==> config.mk <==
export PLATFORM = sky130hd
export DESIGN_NAME = boot_loader
export DESIGN_NICKNAME = d
export VERILOG_FILES = /design/src/rtl/boot_pkg.sv /design/src/rtl/boot_flash_reader.sv /design/src/rtl/boot_host_intake.sv /design/src/rtl/boot_loader.sv
export SDC_FILE = /design/constraint.sdc
export NUM_CORES = 1
export LEC_CHECK = 0
export BUFFER_PORTS_ARGS = -buffer_cell sky130_fd_sc_hd__buf_2
export CAP_MARGIN = 0
export CORE_ASPECT_RATIO = 1.1
export CORE_UTILIZATION = 62
export CTS_CLUSTER_SIZE = 28
export DETAILED_ROUTE_END_ITERATION = 6
export MAX_ROUTING_LAYER = met4
export PLACE_DENSITY = 0.85
export SYNTH_ARGS = -nofsm -noshare
export SYNTH_HDL_FRONTEND = slang
export SYNTH_HIERARCHICAL = 1
export SYNTH_SLANG_ARGS = --single-unit
==> constraint.sdc <==
create_clock -name clk -period 3.2 [get_ports clk]
set_input_delay 0.48 -clock clk [delete_from_list [all_inputs] [get_ports clk]]
set_output_delay 0.48 -clock clk [all_outputs]
set_load 0.02 [all_outputs]
==> src/rtl/boot_pkg.sv <==
package boot_pkg;

    typedef enum logic [1:0] {
        ST_SAMPLE,
        ST_FLASH,
        ST_HOST,
        ST_DONE
    } boot_st_e;

    typedef enum logic [1:0] {
        FR_IDLE,
        FR_REQ,
        FR_WAIT,
        FR_END
    } fetch_st_e;

endpackage

==> src/rtl/boot_flash_reader.sv <==
module boot_flash_reader
    import boot_pkg::*;
#(
    parameter int WORDS   = 512,
    parameter int WORD_W  = 24,
    parameter int BYTE_W  = 8,
    parameter int FADDR_W = 16,
    parameter int BASE    = 'hC000,
    parameter int RD_LAT  = 1
) (
    input  logic               clk,
    input  logic               rst_n,
    input  logic               en,
    output logic               flash_rd,
    output logic [FADDR_W-1:0] flash_addr,
    input  logic [BYTE_W-1:0]  flash_data,
    output logic               word_vld,
    output logic [WORD_W-1:0]  word_data
);
    localparam int BPW    = WORD_W / BYTE_W;
    localparam int TOTAL  = WORDS * BPW;
    localparam int BCNT_W = $clog2(TOTAL + 1);
    localparam int LAT_W  = $clog2(RD_LAT + 1);
    localparam int PH_W   = (BPW > 1) ? $clog2(BPW) : 1;

    typedef struct packed {
        fetch_st_e          st;
        logic [FADDR_W-1:0] addr;
        logic [BCNT_W-1:0]  bcnt;
        logic [LAT_W-1:0]   lat;
        logic [PH_W-1:0]    phase;
        logic [WORD_W-1:0]  pack;
        logic               vld;
    } fetch_t;

    fetch_t q, d;

    always_comb begin
        d     = q;
        d.vld = 1'b0;
        case (q.st)
            FR_IDLE: begin
                if (en) begin
                    d.st   = FR_REQ;
                    d.addr = FADDR_W'(BASE);
                end
            end
            FR_REQ: begin
                d.st  = FR_WAIT;
                d.lat = LAT_W'(1);
            end
            FR_WAIT: begin
                if (q.lat == LAT_W'(RD_LAT)) begin
                    d.pack = {q.pack[WORD_W-BYTE_W-1:0], flash_data};
                    d.bcnt = q.bcnt + 1'b1;
                    if (q.phase == PH_W'(BPW - 1)) begin
                        d.phase = '0;
                        d.vld   = 1'b1;
                    end else begin
                        d.phase = q.phase + 1'b1;
                    end
                    if (q.bcnt == BCNT_W'(TOTAL - 1)) begin
                        d.st = FR_END;
                    end else begin
                        d.st   = FR_REQ;
                        d.addr = q.addr + 1'b1;
                    end
                end else begin
                    d.lat = q.lat + 1'b1;
                end
            end
            default: d.st = FR_END;
        endcase
    end

    always_ff @(posedge clk) begin
        if (!rst_n) begin
            q <= '{st: FR_IDLE, default: '0};
        end else begin
            q <= d;
        end
    end

    assign flash_rd   = (q.st == FR_REQ);
    assign flash_addr = q.addr;
    assign word_vld   = q.vld;
    assign word_data  = q.pack;

    // reads stay inside the image window
    a_r2_addr_window: assert property (@(posedge clk) disable iff (!rst_n)
        flash_rd |-> (flash_addr >= FADDR_W'(BASE)) &&
                     (flash_addr < FADDR_W'(BASE + TOTAL)));

    // at least one wait cycle separates two reads
    a_r11_read_spacing: assert property (@(posedge clk) disable iff (!rst_n)
        flash_rd |=> !flash_rd);

endmodule

==> src/rtl/boot_host_intake.sv <==
module boot_host_intake #(
    parameter int WORDS  = 512,
    parameter int WORD_W = 24
) (
    input  logic              clk,
    input  logic              rst_n,
    input  logic              en,
    input  logic              host_valid,
    input  logic [WORD_W-1:0] host_word,
    output logic              host_ready,
    output logic              word_vld,
    output logic [WORD_W-1:0] word_data
);
    localparam int CNT_W = $clog2(WORDS + 1);

    typedef struct packed {
        logic [CNT_W-1:0]  cnt;
        logic              rdy;
        logic              vld;
        logic [WORD_W-1:0] data;
    } intake_t;

    intake_t q, d;

    always_comb begin
        d     = q;
        d.vld = 1'b0;
        if (q.rdy && host_valid) begin
            d.vld  = 1'b1;
            d.data = host_word;
            d.cnt  = q.cnt + 1'b1;
        end
        d.rdy = en && (d.cnt < CNT_W'(WORDS));
    end

    always_ff @(posedge clk) begin
        if (!rst_n) begin
            q <= '0;
        end else begin
            q <= d;
        end
    end

    assign host_ready = q.rdy;
    assign word_vld   = q.vld;
    assign word_data  = q.data;

    // a taken word is forwarded unchanged on the next cycle
    a_r4_take_forward: assert property (@(posedge clk) disable iff (!rst_n)
        (host_valid && host_ready) |=> (word_vld && word_data == $past(host_word)));

    // no word is forwarded unless one was taken
    a_r7_no_spurious_word: assert property (@(posedge clk) disable iff (!rst_n)
        !(host_valid && host_ready) |=> !word_vld);

endmodule

==> src/rtl/boot_loader.sv <==
module boot_loader
    import boot_pkg::*;
#(
    parameter int WORDS   = 512,
    parameter int WORD_W  = 24,
    parameter int BYTE_W  = 8,
    parameter int FADDR_W = 16,
    parameter int BASE    = 'hC000,
    parameter int RD_LAT  = 1,
    localparam int PM_AW  = $clog2(WORDS)
) (
    input  logic               clk,
    input  logic               rst_n,
    input  logic               boot_src_sel,
    output logic               flash_rd,
    output logic [FADDR_W-1:0] flash_addr,
    input  logic [BYTE_W-1:0]  flash_data,
    input  logic               host_valid,
    input  logic [WORD_W-1:0]  host_word,
    output logic               host_ready,
    output logic               pm_we,
    output logic [PM_AW-1:0]   pm_addr,
    output logic [WORD_W-1:0]  pm_wdata,
    output logic               core_start,
    output logic               boot_done
);
    typedef struct packed {
        boot_st_e          st;
        logic              mode_flash;
        logic [PM_AW-1:0]  wcnt;
        logic              we;
        logic [PM_AW-1:0]  waddr;
        logic [WORD_W-1:0] wdata;
        logic              start;
        logic              done;
    } top_t;

    top_t q, d;

    logic              f_vld, h_vld;
    logic [WORD_W-1:0] f_word, h_word;

    boot_flash_reader #(
        .WORDS(WORDS), .WORD_W(WORD_W), .BYTE_W(BYTE_W),
        .FADDR_W(FADDR_W), .BASE(BASE), .RD_LAT(RD_LAT)
    ) u_flash (
        .clk        (clk),
        .rst_n      (rst_n),
        .en         (q.st == ST_FLASH),
        .flash_rd   (flash_rd),
        .flash_addr (flash_addr),
        .flash_data (flash_data),
        .word_vld   (f_vld),
        .word_data  (f_word)
    );

    boot_host_intake #(
        .WORDS(WORDS), .WORD_W(WORD_W)
    ) u_host (
        .clk        (clk),
        .rst_n      (rst_n),
        .en         (q.st == ST_HOST),
        .host_valid (host_valid),
        .host_word  (host_word),
        .host_ready (host_ready),
        .word_vld   (h_vld),
        .word_data  (h_word)
    );

    always_comb begin
        d       = q;
        d.we    = 1'b0;
        d.start = 1'b0;
        case (q.st)
            ST_SAMPLE: begin
                d.mode_flash = boot_src_sel;
                d.st         = boot_src_sel ? ST_FLASH : ST_HOST;
            end
            ST_FLASH, ST_HOST: begin
                if (q.mode_flash ? f_vld : h_vld) begin
                    d.we    = 1'b1;
                    d.waddr = q.wcnt;
                    d.wdata = q.mode_flash ? f_word : h_word;
                    d.wcnt  = q.wcnt + 1'b1;
                end
                if (q.we && q.waddr == PM_AW'(WORDS - 1)) begin
                    d.st    = ST_DONE;
                    d.start = 1'b1;
                    d.done  = 1'b1;
                end
            end
            default: d.st = ST_DONE;
        endcase
    end

    always_ff @(posedge clk) begin
        if (!rst_n) begin
            q <= '{st: ST_SAMPLE, default: '0};
        end else begin
            q <= d;
        end
    end

    assign pm_we      = q.we;
    assign pm_addr    = q.waddr;
    assign pm_wdata   = q.wdata;
    assign core_start = q.start;
    assign boot_done  = q.done;

    // each source is only active in its own mode
    a_r6_ready_only_host: assert property (@(posedge clk) disable iff (!rst_n)
        host_ready |-> !q.mode_flash);
    a_r6_read_only_flash: assert property (@(posedge clk) disable iff (!rst_n)
        flash_rd |-> q.mode_flash);

    // the latched source never changes after sampling
    a_r9_mode_frozen: assert property (@(posedge clk) disable iff (!rst_n)
        (q.st != ST_SAMPLE) |=> $stable(q.mode_flash));

    // single start pulse, sticky done, no writes after done
    a_r8_start_single: assert property (@(posedge clk) disable iff (!rst_n)
        core_start |=> !core_start);
    a_r8_done_sticky: assert property (@(posedge clk) disable iff (!rst_n)
        boot_done |=> boot_done);
    a_r8_quiet_after_done: assert property (@(posedge clk) disable iff (!rst_n)
        boot_done |-> !pm_we);

endmodule

==> out/metrics.yaml <==
status:
  status: "finished, violations left"
  failed_checks: "design-rule violations"
placed_design:
  hpwl_um: 9780
  gp_congestion: 0.824
  portBuffers: 89
  dp.cells: 891
timing:
  hold_viol: 0
  max_freq_mhz: 470
  max_slew_margin: 0.354
  fin_crit_ns: 2.13
  skew_ns: 0.00891
  post-route-period-util: 0.664
  slew_viol_final: 0
  rsz0062_at_grt: "no"
  fin_setup_tns_ns: 0
  tightestPinTransition_ns: 0.969
  setup_violations: 0
drt:
  first_pass_iters: 7
  drt_iter0_drc: 341
  vias: 5420
  antenna_left: 0
  drt-vias-per-instance: 5.87
  wire_per_inst_um: 16.1
  routed_wl_um: 14900
  drc: 3
global_route:
  grt_pass1_wl_um: 24000
  grt_max_degree: 47
  grt_pass1_vias: 4979
  grtUsageTotal: 0.280
  antenna_found_initial: 0
  gr-total-overflow: 0
finish:
  drive_gt1_frac: 0.185
  syn_to_final_growth_pct: 6.05
  fillCellCount: 818
  nets: 814
  insertedDiodeCount: 0
  final_cells: 923
yosys:
  netlist.area_leader.share: 0.421
  synthArstFlopShare: 0
  synth_top_family_by_area: "simple AND/OR/NAND/NOR gates"
  syn_inst: 795
  synthMuxAreaShare: 0.0455
  synth_edf_count: 0
  synth_compound_area_frac: 0.169
  yosys.area.top_type: "dfxtp_1"
  yosysWarnings: 6
  synthSimpleGateAreaFrac: 0.181
  yosysSeqAreaShare: 0.421
  avgSynthCellArea_um2: 8.43
  yosysMostFrequentCell: "dfxtp_1"
  yosys-top-cells-count: "dfxtp_1 (141), nand2_1 (128), a21oi_1 (112), buf_4 (99), nor2_1 (29)"
  synth_xor_area_frac: 0.0157
  syn_nets: 842
  synthTopCellsByArea: "dfxtp_1 (42%), buf_4 (11%), a21oi_1 (8.4%)"
  yosysUniqueCellTypes: 56
  synth_flop_cell: "dfxtp_1"
  yosys_register_bits: 141
  synth_area_um2: 6700
  synthAdderAreaFrac: 0.0205
setup_path:
  r2r-end: "u_flash/q[56]"
  cp-start-kind: "flip-flop"
  r2r-start: "u_flash/q[55]"
  cp_max_fo: 19
  endpoint: "u_flash/q[56]"
  critical_path_class: "flip-flop to flip-flop"
  critPathRequiredTime_ns: 3.52
  worstPathArrival_ns: 2.45
  reg2regPathDepth: 7
  regToRegSetupSlack_ns: 1.07
  critPathLaunch: "u_flash/q[55]"
  endpoint_kind: "flip-flop"
pwr:
  clkPwrFrac: 0.441
  power.density_nw_per_um2: 712
  ir_worst_vdd_mv: 0.333
  power.total_uw: 5060
  share_comb_of_total_power: 0.174
  p_seq_frac: 0.386
  p_sw_uw: 1430
  power.leakage_uw: 0.00257
  p_int_uw: 3630
  switching_share: 0.282
clocking:
  path_clk_slew_ns: 0.06
  cts_resized: 0
  clkLatencyLatePin_ns: 0.42
  h-tree-depth: 4
  root_buffer: "clkbuf_16"
  postCtsSetupRepairBufs: 0
  clockBufferDepth: 2
  numCtsBuffers: 17
  cts.hold.buffers_added: 0
  numClockSinks: 141
  cts_tree: "yes"
flow_run:
  max_cap_viol_count: 0
hold_path:
  timing.hold.worst.class: "primary input to flip-flop"
die:
  ios: 90
  die_w_um: 101
  die_area_um2: 11200
  core.rowCount: 39
  chipHeight_um: 111
  core_um2: 10400
  initial_core_util: 0.642
[sequential cells by signal, summed over array words and instances (netlist names), 9 cells and up]
register            count
pm_addr                 9
pm_wdata               24
q                      12
u_flash/flash_addr     16
u_flash/q              16
u_flash/word_data      24
u_host/q               10
u_host/word_data       24
[power by group through the flow]
stage	registers, uW	logic, uW	clock network [uW]
final	1950	879	2230
after global routing	1960	960	2330
after CTS	1950	870	2240
after detailed placement	1990	858	0
after global placement	1980	834	0
after floorplan	1950	780	0
[worst min path at each step]
| stage | startpoint | to | slack (ns) | cells past startpoint |
|---|---|---|---|---|
| finish | host_word[1] | u_host/word_data[1] | 0.30 | 3 |
| global route | flash_data[1] | u_flash/word_data[1] | 0.30 | 3 |
| CTS | host_word[0] | u_host/word_data[0] | 0.30 | 3 |
| detailed placement | u_host/word_data[21] | u_host/word_data[21] | 0.45 | 2 |
| global placement | u_host/word_data[17] | u_host/word_data[17] | 0.44 | 2 |
| floorplan | u_flash/q[26] | u_flash/word_vld | 0.44 | 2 |
[critical path, cell delays in order (launching register included)]
cell	delay [ns]
dfxtp_1	0.33
inv_1	0.11
ha_1	0.32
nand2_1	0.41
buf_4	0.36
nor3_1	0.21
nor4_1	0.06
a211oi_1	0.22
[routing by layer]
metal,vias to the layer above,global-route usage,wire length (um)
li1,2617,-,-
met1,2585,0.346,6380
met2,197,0.449,7480
met3,21,0.0549,785
met4,0,0.108,220
met5,-,-,0
[stage by stage]
step / cell area (um2) / setup slack (ns) / hold slack (ns) / utilization
floorplan: 6700 / 1.53 / 0.436 / -
global placement: 6440 / 1.00 / 0.441 / 0.616
detailed placement: 6440 / 0.891 / 0.447 / 0.616
CTS: 7110 / 1.09 / 0.297 / 0.681
global route: 7110 / 0.925 / 0.299 / 0.681
finish: 7110 / 1.07 / 0.301 / 0.681
[kinds of logic after synthesis]
group                      after synthesis
muxes                                   30
adders and majority gates               11
AOI/OAI and AO/OA                      190
and+or+nand+nor                        254
xor gates and xnor gates                12
DFF                                    141
buffers and inverters                  157
[cell usage in the layout, fill, tap and decap left out, drive strengths merged, types with 6 or more instances in the layout]
master / synthesis / layout
clkbuf: 23 / 21
nor3: 8 / 8
o21ai: 22 / 22
bufinv: 0 / 6
o31ai: 9 / 9
ha: 11 / 11
xnor2: 6 / 6
or3: 7 / 7
buf: 118 / 94
a21oi: 112 / 112
dfxtp: 141 / 141
nor2: 31 / 31
xor2: 6 / 6
or4: 7 / 7
inv: 15 / 16
mux2i: 29 / 29
nand3: 27 / 27
nand4: 13 / 13
a211oi: 28 / 28
nand2: 128 / 128
[layout make-up]
cell class | count | area (um2) | area share
Multi-Input combinational cell | 497 | 2890 | 0.407
Tap cell | 143 | 179 | 0.0252
Clock buffer | 21 | 460 | 0.0648
Clock inverter | 11 | 211 | 0.0297
Inverter | 16 | 60.1 | 0.00845
Sequential cell | 141 | 2820 | 0.397
Timing Repair Buffer | 94 | 483 | 0.0679
(Power assumes the default switching activity.)
